==> src/rtl/dma_chain_channel.sv <==
module dma_chain_channel #(
  parameter int BC_W = 22,
  parameter int LINK_W = 27
) (
  input  logic        clk,
  input  logic        rst_n,
  input  logic        reg_we,
  input  logic [2:0]  reg_addr,
  input  logic [31:0] reg_wdata,
  output logic [31:0] reg_rdata,
  output logic        mem_req,
  output logic        mem_we,
  output logic [31:0] mem_addr,
  output logic [31:0] mem_wdata,
  input  logic        mem_gnt,
  input  logic [31:0] mem_rdata,
  output logic        irq
);
  localparam int SHIFT = 32 - LINK_W;

  typedef enum logic [2:0] {S_IDLE, S_FETCH, S_CHECK, S_READ, S_WRITE, S_WB, S_CV, S_DONE} state_t;
  state_t state;

  logic              cfg_en, irq_pend, ie_last, db_pend;
  logic              st_db, st_valid, st_halt;
  logic [31:0]       ptr, cmd0, src, dst, cur_src, cur_dst, wbuf;
  logic [BC_W-1:0]   cnt, remaining;
  logic [LINK_W-1:0] link;
  logic [2:0]        widx;

  wire db_hit   = reg_we && reg_addr == 3'd2 && cfg_en;
  wire invalid  = !cmd0[31];
  wire restart  = db_pend || db_hit;
  wire [31:0] status_word = {29'b0, st_db, st_valid, st_halt};

  assign irq = irq_pend && ie_last;

  always_comb begin
    case (reg_addr)
      3'd0:    reg_rdata = {31'b0, cfg_en};
      3'd1:    reg_rdata = ptr;
      3'd3:    reg_rdata = {31'b0, irq_pend};
      3'd4:    reg_rdata = status_word;
      3'd5:    reg_rdata = {{(32-BC_W){1'b0}}, remaining};
      default: reg_rdata = 32'b0;
    endcase
  end

  always_comb begin
    mem_req = 1'b0;
    mem_we = 1'b0;
    mem_addr = 32'b0;
    mem_wdata = 32'b0;
    case (state)
      S_FETCH: begin
        mem_req = 1'b1;
        mem_addr = ptr + {27'b0, widx, 2'b00};
      end
      S_READ: begin
        mem_req = 1'b1;
        mem_addr = cur_src;
      end
      S_WRITE: begin
        mem_req = 1'b1;
        mem_we = 1'b1;
        mem_addr = cur_dst;
        mem_wdata = wbuf;
      end
      S_WB: begin
        mem_req = cmd0[1:0] != 2'd0;
        mem_we = 1'b1;
        mem_addr = ptr + 32'd24;
        case (cmd0[1:0])
          2'd1:    mem_wdata = status_word;
          2'd2:    mem_wdata = {1'b0, cmd0[30:0]};
          2'd3:    mem_wdata = {{(32-BC_W){1'b0}}, remaining};
          default: mem_wdata = 32'b0;
        endcase
      end
      S_CV: begin
        mem_req = cmd0[2];
        mem_we = 1'b1;
        mem_addr = ptr;
        mem_wdata = {1'b0, cmd0[30:0]};
      end
      default: ;
    endcase
  end

  always_ff @(posedge clk or negedge rst_n) begin
    if (!rst_n) begin
      state <= S_IDLE;
      cfg_en <= 1'b0;
      ptr <= 32'b0;
      irq_pend <= 1'b0;
      ie_last <= 1'b0;
      db_pend <= 1'b0;
      st_db <= 1'b0;
      st_valid <= 1'b0;
      st_halt <= 1'b0;
      cmd0 <= 32'b0;
      cnt <= '0;
      src <= 32'b0;
      dst <= 32'b0;
      link <= '0;
      cur_src <= 32'b0;
      cur_dst <= 32'b0;
      wbuf <= 32'b0;
      remaining <= '0;
      widx <= 3'd0;
    end else begin
      if (reg_we && reg_addr == 3'd0) cfg_en <= reg_wdata[0];
      if (reg_we && reg_addr == 3'd1) ptr <= reg_wdata;
      if (reg_we && reg_addr == 3'd3 && reg_wdata[0]) irq_pend <= 1'b0;
      if (db_hit && state != S_IDLE && !(state == S_CHECK && invalid)) db_pend <= 1'b1;
      case (state)
        S_IDLE: if (db_hit) begin
          st_db <= 1'b1;
          st_halt <= 1'b0;
          widx <= 3'd0;
          state <= S_FETCH;
        end
        S_FETCH: if (mem_gnt) begin
          case (widx)
            3'd0: cmd0 <= mem_rdata;
            3'd1: cnt <= mem_rdata[BC_W-1:0];
            3'd2: src <= mem_rdata;
            3'd4: dst <= mem_rdata;
            3'd7: link <= mem_rdata[LINK_W-1:0];
            default: ;
          endcase
          widx <= widx + 3'd1;
          if (widx == 3'd7) state <= S_CHECK;
        end
        S_CHECK: begin
          if (invalid) begin
            st_valid <= 1'b0;
            if (restart) begin
              db_pend <= 1'b0;
              widx <= 3'd0;
              state <= S_FETCH;
            end else begin
              st_halt <= 1'b1;
              st_db <= 1'b0;
              state <= S_IDLE;
            end
          end else begin
            st_valid <= 1'b1;
            cur_src <= src;
            cur_dst <= dst;
            remaining <= cnt;
            state <= (cnt == '0) ? S_WB : S_READ;
          end
        end
        S_READ: if (mem_gnt) begin
          wbuf <= mem_rdata;
          state <= S_WRITE;
        end
        S_WRITE: if (mem_gnt) begin
          cur_src <= cur_src + 32'd4;
          cur_dst <= cur_dst + 32'd4;
          remaining <= (remaining > BC_W'(4)) ? remaining - BC_W'(4) : '0;
          state <= (remaining > BC_W'(4)) ? S_READ : S_WB;
        end
        S_WB: if (!mem_req || mem_gnt) state <= S_CV;
        S_CV: if (!mem_req || mem_gnt) state <= S_DONE;
        S_DONE: begin
          irq_pend <= 1'b1;
          ie_last <= cmd0[8];
          ptr <= {link, {SHIFT{1'b0}}};
          widx <= 3'd0;
          state <= S_FETCH;
        end
        default: state <= S_IDLE;
      endcase
    end
  end

  AST_REQ_HOLD: assert property (@(posedge clk) disable iff (!rst_n)
    mem_req && !mem_gnt |=> mem_req && $stable(mem_addr) && $stable(mem_we) && $stable(mem_wdata));
  AST_ADDR_ALIGNED: assert property (@(posedge clk) disable iff (!rst_n)
    mem_req |-> mem_addr[1:0] == 2'b00);
  AST_DISABLED_DB: assert property (@(posedge clk) disable iff (!rst_n)
    state == S_IDLE && reg_we && reg_addr == 3'd2 && !cfg_en |=> !mem_req);
  AST_HALT_QUIET: assert property (@(posedge clk) disable iff (!rst_n)
    state == S_CHECK && invalid && !restart |=> !mem_req && reg_rdata_halt_ok);
  AST_PEND_ON_DONE: assert property (@(posedge clk) disable iff (!rst_n)
    state == S_DONE |=> irq_pend);
  AST_COUNT_DOWN: assert property (@(posedge clk) disable iff (!rst_n)
    state == S_WRITE && mem_gnt && remaining > BC_W'(4) |=> remaining == $past(remaining) - BC_W'(4));
  AST_START_FETCH: assert property (@(posedge clk) disable iff (!rst_n)
    state == S_IDLE && db_hit |=> mem_req && !mem_we && mem_addr == $past(ptr));

  wire reg_rdata_halt_ok = st_halt && !st_db && !st_valid;
endmodule

==> config.mk <==
export PLATFORM = sky130hd
export DESIGN_NAME = dma_chain_channel
export DESIGN_NICKNAME = d
export VERILOG_FILES = /design/src/rtl/dma_chain_channel.sv
export SDC_FILE = /design/constraint.sdc
export NUM_CORES = 1
export LEC_CHECK = 0
export BUFFER_PORTS_ARGS = -buffer_cell sky130_fd_sc_hd__buf_2
export CAP_MARGIN = 20
export CORE_MARGIN = 2
export CORE_UTILIZATION = 25
export DETAILED_ROUTE_END_ITERATION = 10
export GPL_TIMING_DRIVEN = 1
export SYNTH_ARGS = -nofsm -noshare
export SYNTH_HDL_FRONTEND = slang
export SYNTH_SLANG_ARGS = --single-unit
==> constraint.sdc <==
create_clock -name clk -period 5.1 [get_ports clk]
set_input_delay 0.51 -clock clk [delete_from_list [all_inputs] [get_ports clk]]
set_output_delay 0.51 -clock clk [all_outputs]
set_load 0.1 [all_outputs]
==> metrics.sh, run 1 <==
DR_TOTAL_VIAS=14600
CTS-HOLD-FIX-BUFFERS=0
PWR-SHARE-COMB=0.482
VIOLATIONS_IN_THE_FINAL_REPORTS='hold timing'
TRITONCTS.NUM_BUFFERS=38
GLOBALPLACE.CONGESTION=0.914
CRITICAL_PATH.N_BUFFERS_INVERTERS=2
REQUIRED_NS=4.59
DPL.HPWL_MM=45.9
ANT_NETS=0
POSTSYNTHCELLCOUNT=1668
FINALCLOCKSKEW_NS=0.0278
VIAS_PER_CELL=5.50
COREAREA_UM2=66000
MAX-CAP-VIOLATIONS=0
FINAL.MIN_CLOCK_PERIOD_NS=4.24
DRIVE_ABOVE_1_SHARE=0.270
DETAILEDROUTE.FIRSTITERATIONVIOLATIONS=1575
ASYNC_RESET_FF_FRAC=1.00
TIMING.RR.END='cmd0[18]'
YOSYS_MOST_USED_DFF='dfrtp_1'
CP_SLOWEST_STAGE_DELAY_NS=0.99
PRE_ANTENNA_DRT_ITERS=6
TOTALWIRELENGTH_MM=65.1
CTS_MAX_PATH_BUFFERS=3
P_LEAK_nW=8.49
SYNTHESIS.NETS=1753
SHARE_CLK_OF_TOTAL_POWER=0.183
AREA.SEQUENTIAL_UM2=7710
DIE-AREA_UM2=68900
RR_WORST_DEPTH=8
YOSYSSEQAREASHARE=0.461
CLK_PIN_SLEW_WORST_PATHS_NS=0.06
CLOCK_SINKS=308
IR_WORST_VDD_mV=0.508
FINAL_HOLD_VIO_COUNT=8
POST_SYNTHESIS_CELL_AREA_UM2=16700
WORST_SLACK_AT_PLACEMENT_NS=1.48
SYNTHDOMINANTCELLAREASHARE=0.461
POWER_REPORT.INTERNAL_TOTAL_mW=7.52
START_UTIL=0.253
BUFFER_PORTS.INSERTED=169
NET_SW_FRAC=0.499
CP-START-KIND='flip-flop'
TIMING.MAX_SLEW.REL_SLACK=0.238
TIMING_MAX_TRANSITION_VIOLATIONS_FINAL=0
SYN_AREA_PER_CELL_UM2=10.0
FIN_HOLD_WS_NS=-0.0252
FINALPOWER_mW=15.0
CRITICAL_PATH.REG2REG.STARTPOINT='state[0]'
AREA_DELTA_SYNTH_FINAL_PCT=20.4
POST_CTS_RESIZE_COUNT=0
CRITICAL_PATH_CELL_BY_CELL='inv_1, o221a_2, nand2b_1, o311ai_0, buf_12'
PLACED_CELL_AREA_UM2=18800
GRT_SETUP_UNREPAIRED='false'
WORST_EP_ARRIVAL_TIME_NS=3.73
MAXCLOCKFREQUENCY_GHz=0.236
CRITICAL_PATH.TOP_DELAY_FAMILY='compound AO/OA/AOI/OAI gates'
INSERTION_DELAY_NS=0.57
CTS_SETUP_BUFFERS=0
MULTI_INPUT_COMB_AREA_UM2=8330
DIE_WIDTH_UM=263
WORST-PATH-MAX-FANOUT=21
WORSTMARGINPINSLEW_NS=1.13
GRT_MAX_DEGREE=114
OUTCOME='finished, violations left'
CELL_WITH_THE_LARGEST_STAGE_DELAY_ON_THE_WORST_PATH='o311ai_0'
CLOCK_TREE.HTREE_LEVEL_COUNT=2
SYNTH_CELL_TYPE_COUNT=85
POWER.DENSITY_nW_PER_UM2=746
YOSYS_TOP_CELL_BY_AREA='dfrtp_1'
GRT_PASS1_VIAS=14500
FINALNETCOUNT=1856
GRT_FIRST_PASS_WIRELENGTH_MM=97.4
CRITICAL_PATH_CLASS='reg -> out'
PLACEMENTROWS=94
CRIT_PATH_START='state[2]'
IO_PINS=170
YS.WARNINGS.COUNT=0
ENDPOINT_KIND='primary output'
SEQUENTIALPOWERSHARE=0.335
YS_SEQ_ELEMENTS=308
TRITONCTS='built'
FINALWORSTSETUPSLACK_NS=0.861
TIMING.FINAL.SETUP_VIOLATIONS=0
NETLIST_TOP_CELLS_AREA='dfrtp_1, mux2_2, nand2_1, a21oi_1, o21ai_0'
ROUTE.DETAILED.DRC=0
ANTENNA_FOUND_INITIAL=0
POST-ROUTE-PERIOD-UTIL=0.831
DRT-WIRELENGTH-PER-CELL_UM=24.5
FILLCELLCOUNT=6770
SYNTH-EDFF-COUNT=0
STDCELL_AREA_UM2=20100
REG2REG_SETUP_SLACK_NS=1.77
GRT-OVFL-TOTAL=0
CTSROOTBUFFERMASTER='clkbuf_16'
GRT_USE_TOTAL=0.186
HOLD_CLASS='in -> async'
DIE_Y_UM=263
SWITCHINGPOWER_mW=7.49
metal layers:
metal,part of all wire,up-vias,wire (µm),GRT usage
met4,0.032,0,2060,0.0615
li1,-,6419,-,-
met5,0,-,0,0
met1,0.44,7449,28500,0.253
met3,0.070,122,4530,0.0343
met2,0.46,650,30100,0.296
cells in the final DEF (no fill, tap or decap), types with 21 or more instances in the layout:
cell,instances
inv_1,33
a22o_1,41
o21ai_0,85
nor3_1,30
mux2i_1,39
a21oi_1,93
buf_12,33
a22oi_1,37
nand3_1,53
nand4_1,26
buf_2,141
nand2_1,185
and3_1,23
clkbuf_16,38
nor4_1,21
dfrtp_1,308
buf_4,27
nor2_1,74
mux2_2,184
registers in the layout (all words and copies together), names as in the netlist, 22 cells and up:
| register | flops |
|---|---|
| link | 27 |
| remaining | 22 |
| cur_dst | 32 |
| dst | 32 |
| cmd0 | 32 |
| cur_src | 32 |
| cnt | 22 |
| ptr | 32 |
| src | 32 |
| wbuf | 32 |
logic make-up after synthesis:
logic type / synth area share
AND/OR/NAND/NOR: 0.153
AO/OA/AOI/OAI: 0.176
flip-flops: 0.461
multiplexers: 0.149
buffers and inverters: 0.0428
adder cells (fa/ha/maj): 0.0109
XOR/XNOR: 0.00681
Yosys cell counts, types with 8 or more instances:
master,instances
buf_2,27
mux2_2,184
a21oi_1,93
nor3_1,31
o31ai_1,16
nor4_1,21
nand4_1,26
o311ai_0,9
mux2i_1,39
o211ai_1,8
a31oi_1,14
clkbuf_1,92
a211oi_1,9
a22o_1,41
and3_1,23
nand3_1,53
o22a_1,9
inv_1,33
o21ai_0,86
ha_1,13
nor2b_1,11
dfrtp_1,308
o22ai_1,16
xor2_1,9
buf_1,12
nor2_1,76
o41ai_1,8
and2_1,16
nand2_1,186
a221oi_1,9
a22oi_1,37
o221ai_1,12
layout make-up:
class / instances / share of cell area
Clock buffer: 48 / 0.0516
Tap cell: 864 / 0.0537
Inverter: 34 / 0.00635
Sequential cell: 308 / 0.383
Clock inverter: 19 / 0.0106
Multi-Input combinational cell: 1186 / 0.414
Antenna cell: 1 / 0.000124
Timing Repair Buffer: 203 / 0.0801
power by group through the flow:
stage / combinational (mW) / sequential, mW / clock [mW]
detailed placement: 7.18 / 5.01 / 0
finish: 7.23 / 5.02 / 2.75
global route: 7.64 / 5.15 / 2.92
floorplan: 5.55 / 4.24 / 0
global placement: 7.10 / 4.95 / 0
CTS: 7.20 / 4.98 / 2.83
per-stage QoR:
step,util,instances,TNS (ns),hold slack [ns]
finish,0.305,2663,0,-0.0252
global route,0.305,2662,0,0.0352
CTS,0.304,2661,0,0.0145
detailed placement,0.285,2594,0,0.461
global placement,0.285,2594,0,0.447
floorplan,-,1668,-0.361,0.214
worst reg2reg max path: stages, from the launching register on:
cell     delay [ns]
dfrtp_1        0.36
buf_4          0.35
nor2b_1        0.19
buf_4          0.26
and3_1         0.32
nor2b_1        0.24
nand2_1        0.67
buf_12         0.45
mux2_2         0.36
how the worst max path moves through the flow:
stage / end / slack (ns) / cells past startpoint
after detailed placement: mem_addr[7] / 1.48 / 5
after floorplan: mem_addr[7] / -0.18 / 5
after CTS: mem_addr[7] / 0.87 / 5
after global placement: mem_addr[9] / 1.52 / 5
final: mem_addr[7] / 0.86 / 5
after global routing: mem_addr[7] / 0.79 / 5
No activity file was read; power rests on OpenSTA's default activity.
==> run 2, diff against run 1 <==
--- a/config.mk
+++ b/config.mk
@@ -5,6 +5,7 @@
 export SDC_FILE = /design/constraint.sdc
 export NUM_CORES = 1
 export LEC_CHECK = 0
+export ABC_AREA = 1
 export BUFFER_PORTS_ARGS = -buffer_cell sky130_fd_sc_hd__buf_2
 export CAP_MARGIN = 20
 export CORE_MARGIN = 2
==> constraint.sdc (replaced) <==
create_clock -name clk -period 4.2 [get_ports clk]
set_input_delay 0.42 -clock clk [delete_from_list [all_inputs] [get_ports clk]]
set_output_delay 0.42 -clock clk [all_outputs]
set_load 0.1 [all_outputs]
==> metrics.sh, run 2 <==
REG2REG_SETUP_SLACK_NS=1.37  # -0.40 ns
INSERTION_DELAY_NS=0.56  # about the same
LAYOUT.CELLS.MOST_COMMON_LIST='nand2_1, nor2_1, dfrtp_1, o21ai_0, inv_1'
FINAL_COMMON_CELL='nand2_1'
VIAS_PER_CELL=4.99  # -9.2%
WORST-PATH-MAX-FANOUT=23  # +9.5%
SWITCHINGPOWER_mW=9.37  # +25%
YS.WARNINGS.COUNT=0  # unchanged
GRT-OVFL-TOTAL=0  # unchanged
GLOBALPLACE.CONGESTION=0.980  # +7.2%
DETAILEDROUTE.FIRSTITERATIONVIOLATIONS=2009  # +28%
FINAL_CELLS=3571  # +34%
BUFFER_PORTS.INSERTED=169  # unchanged
WORST_SLACK_AT_PLACEMENT_NS=1.14  # -0.342 ns
TRITONCTS.NUM_BUFFERS=37  # -2.6%
MULTI_INPUT_COMB_AREA_UM2=8390  # +0.66%
GRT_FIRST_PASS_WIRELENGTH_MM=109  # +12%
NET_SW_FRAC=0.527  # +0.0283
CP-START-KIND='flip-flop'
TIMING.SETUP.TNS_NS=0  # unchanged
SYNTH_CELL_TYPE_COUNT=51  # -40%
ASYNC_RESET_FF_FRAC=1.00  # unchanged
PRE_ANTENNA_DRT_ITERS=7  # +1
DR_TOTAL_VIAS=17800  # +22%
CRITICAL_PATH_CLASS='reg -> out'
TIMING_MAX_TRANSITION_VIOLATIONS_FINAL=0  # unchanged
MAX-CAP-VIOLATIONS=0  # unchanged
FINAL.MIN_CLOCK_PERIOD_NS=3.69
CTS-HOLD-FIX-BUFFERS=0  # unchanged
FINALCLOCKSKEW_NS=0.0166  # -0.0113 ns
VIOLATIONS_IN_THE_FINAL_REPORTS='hold timing'
MAXCLOCKFREQUENCY_GHz=0.271
DIE_WIDTH_UM=269  # +2.6%
CTS_SETUP_BUFFERS=0  # unchanged
POST_SYNTHESIS_CELL_AREA_UM2=17600  # +5.4%
CLOCK_SINKS=308  # unchanged
ROUTE.DETAILED.DRC=0  # unchanged
SHARE_CLK_OF_TOTAL_POWER=0.193  # +0.010
CTSROOTBUFFERMASTER='clkbuf_16'
ENDPOINT_KIND='primary output'
GRT_PASS1_VIAS=16400  # +13%
SYNTH_TOP_FAMILY_BY_AREA='simple AND/OR/NAND/NOR gates'
SYNTH-XOR-AREA-SHARE=0.00597  # -0.000848
POST_CTS_RESIZE_COUNT=0  # unchanged
PLACEMENTROWS=97  # +3.2%
YOSYSSEQAREASHARE=0.438  # -0.0237
NETLIST_TOP_CELLS_AREA='dfrtp_1, nand2_1, o21ai_0, nor2_1, inv_1'
FINALWORSTSETUPSLACK_NS=0.509  # -0.352 ns
WORSTMARGINPINSLEW_NS=1.02  # -0.112 ns
POST_SYNTH_AND_OR_NAND_NOR_AREA_FRACTION=0.302  # +0.149
CLOCK_TREE.HTREE_LEVEL_COUNT=2  # unchanged
MOST_INSTANTIATED_LIBRARY_CELL_AFTER_SYNTHESIS='nand2_1'
TOTALWIRELENGTH_MM=73.5  # +13%
IR_WORST_VDD_mV=0.821  # +62%
GRT_USE_TOTAL=0.198  # +0.0124
FINALPOWER_mW=17.8  # +18%
START_UTIL=0.252  # -0.00126
PWR-SHARE-COMB=0.481  # about the same
SYNTH_TOP_CELLS_BY_COUNT='nand2_1, nor2_1, dfrtp_1'
SYNTH-EDFF-COUNT=0  # unchanged
OUTCOME='finished, violations left'
SYN_AREA_PER_CELL_UM2=7.13  # -29%
POWER_REPORT.INTERNAL_TOTAL_mW=8.40  # +12%
SEQUENTIALPOWERSHARE=0.326  # -0.009
SYNTHESIS.NETS=2557  # +46%
P_LEAK_nW=9.79  # +15%
TIMING.MAX_SLEW.REL_SLACK=0.319  # +0.0816
SYNTH-COMPOUND-AREA-SHARE=0.157  # -0.0187
FINALNETCOUNT=2686  # +45%
WORST_EP_ARRIVAL_TIME_NS=3.27  # -0.46 ns
ANT_NETS=0  # unchanged
MUXSHAREOFSYNTHAREA=0  # -0.149
DRT-WIRELENGTH-PER-CELL_UM=20.6  # -16%
CTS_MAX_PATH_BUFFERS=3  # unchanged
COREAREA_UM2=69900  # +6.0%
TIMING.FINAL.SETUP_VIOLATIONS=0  # unchanged
HOLD_CLASS='in -> async'
YS_SEQ_ELEMENTS=308  # unchanged
DIE_Y_UM=269  # +2.6%
FILLCELLCOUNT=7736  # +14%
DRIVE_ABOVE_1_SHARE=0.113  # -0.157
GRT_SETUP_UNREPAIRED='false'
AREA_DELTA_SYNTH_FINAL_PCT=18.3
REQUIRED_NS=3.78  # -0.81 ns
POST_SYNTH_FA_HA_MAJ_AREA_FRACTION=0.0104  # -0.000562
AREA.SEQUENTIAL_UM2=7710  # unchanged
SYNTHDOMINANTCELLAREASHARE=0.438  # -0.0237
DIE-AREA_UM2=72600  # +5.3%
TRITONCTS='built'
POWER.DENSITY_nW_PER_UM2=853  # +14%
CLK_PIN_SLEW_WORST_PATHS_NS=0.06  # about the same
POST-ROUTE-PERIOD-UTIL=0.879
YOSYS_MOST_USED_DFF='dfrtp_1'
FINAL_HOLD_VIO_COUNT=38  # +30
ANTENNA_FOUND_INITIAL=9  # +9
DPL.HPWL_MM=55.7  # +21%
GRT_MAX_DEGREE=120  # +5.3%
YOSYS_TOP_CELL_BY_AREA='dfrtp_1'
DP_CELLS=3502  # +35%
FIN_HOLD_WS_NS=-0.0785  # -0.0533 ns
IO_PINS=170  # unchanged
POSTSYNTHCELLCOUNT=2472  # +48%
==> run 2: cell types whose count changed in the layout (fill, tap and decap cells not counted), sizes merged, moves of 17 or more <==
cell	previous run	this run
a22o	42	0
a22oi	37	8
and2	18	1
and3	23	1
inv	39	257
mux2	184	0
mux2i	39	0
nand2	186	717
nand3	53	154
nor2	77	335
nor4	25	1
o211ai	8	28
o21ai	86	268
o22ai	16	66
==> run 2: power groups by stage <==
stage | clock network, mW | registers [mW] | logic, mW
global placement | 0 | 5.75 | 8.38
global route | 3.60 | 5.92 | 9.23
finish | 3.43 | 5.79 | 8.54
floorplan | 0 | 5.12 | 6.34
detailed placement | 0 | 5.75 | 8.43
CTS | 3.48 | 5.72 | 8.45
==> run 2: area by class of cell <==
| class | instances | share of cell area |
|---|---|---|
| repair buffers | 194 | 0.0626 |
| multi-input cells | 1801 | 0.402 |
| clock inverters | 13 | 0.0104 |
| clock buffers | 53 | 0.0507 |
| flip-flops and latches | 308 | 0.370 |
| well taps | 940 | 0.0564 |
| inverters | 259 | 0.0471 |
| diodes | 3 | 0.000360 |
==> run 2: per-stage QoR <==
stage | hold WS, ns | utilization | cell area, µm²
finish | -0.0785 | 0.298 | 20800
global route | 0.0235 | 0.298 | 20800
CTS | 0.00120 | 0.298 | 20800
detailed placement | 0.458 | 0.280 | 19600
global placement | 0.455 | 0.280 | 19600
floorplan | 0.124 | - | 17600
==> run 2: worst paths after layout <==
kind | startpoint | to | cells after the start
worst max-delay path | state[2] | mem_wdata[19] | 6
worst min-delay path | rst_n | cmd0[15] | 1
worst max register to register | state[2] | remaining[4] | 8
worst min register to register | remaining[0] | remaining[0] | 2
max in group asynchronous | rst_n | cur_dst[17] | 2
min in group clk | reg_wdata[16] | ptr[16] | 3
==> run 2: cells by family (layout without fill, tap and decap cells) <==
kind of cell,after synthesis,after routing
buffers and inverters,363,519
AND/OR/NAND/NOR,1276,1276
XOR/XNOR,12,12
adder cells (fa/ha/maj),14,14
flip-flops,308,308
AO/OA/AOI/OAI,499,499
other,0,3
==> run 2: critical path, cell delays in order (launching register included) <==
cell	delay, ns
dfrtp_1	0.75
inv_1	0.23
nor2_4	0.53
buf_4	0.41
nand3_1	0.20
o211ai_1	0.12
buf_2	0.45
==> run 2: metal layers <==
layer,track usage,routed length [µm],up-vias
li1,-,-,8318
met1,0.289,33200,8536
met2,0.287,30500,853
met3,0.0474,7700,105
met4,0.0583,2000,8
met5,0,54,-
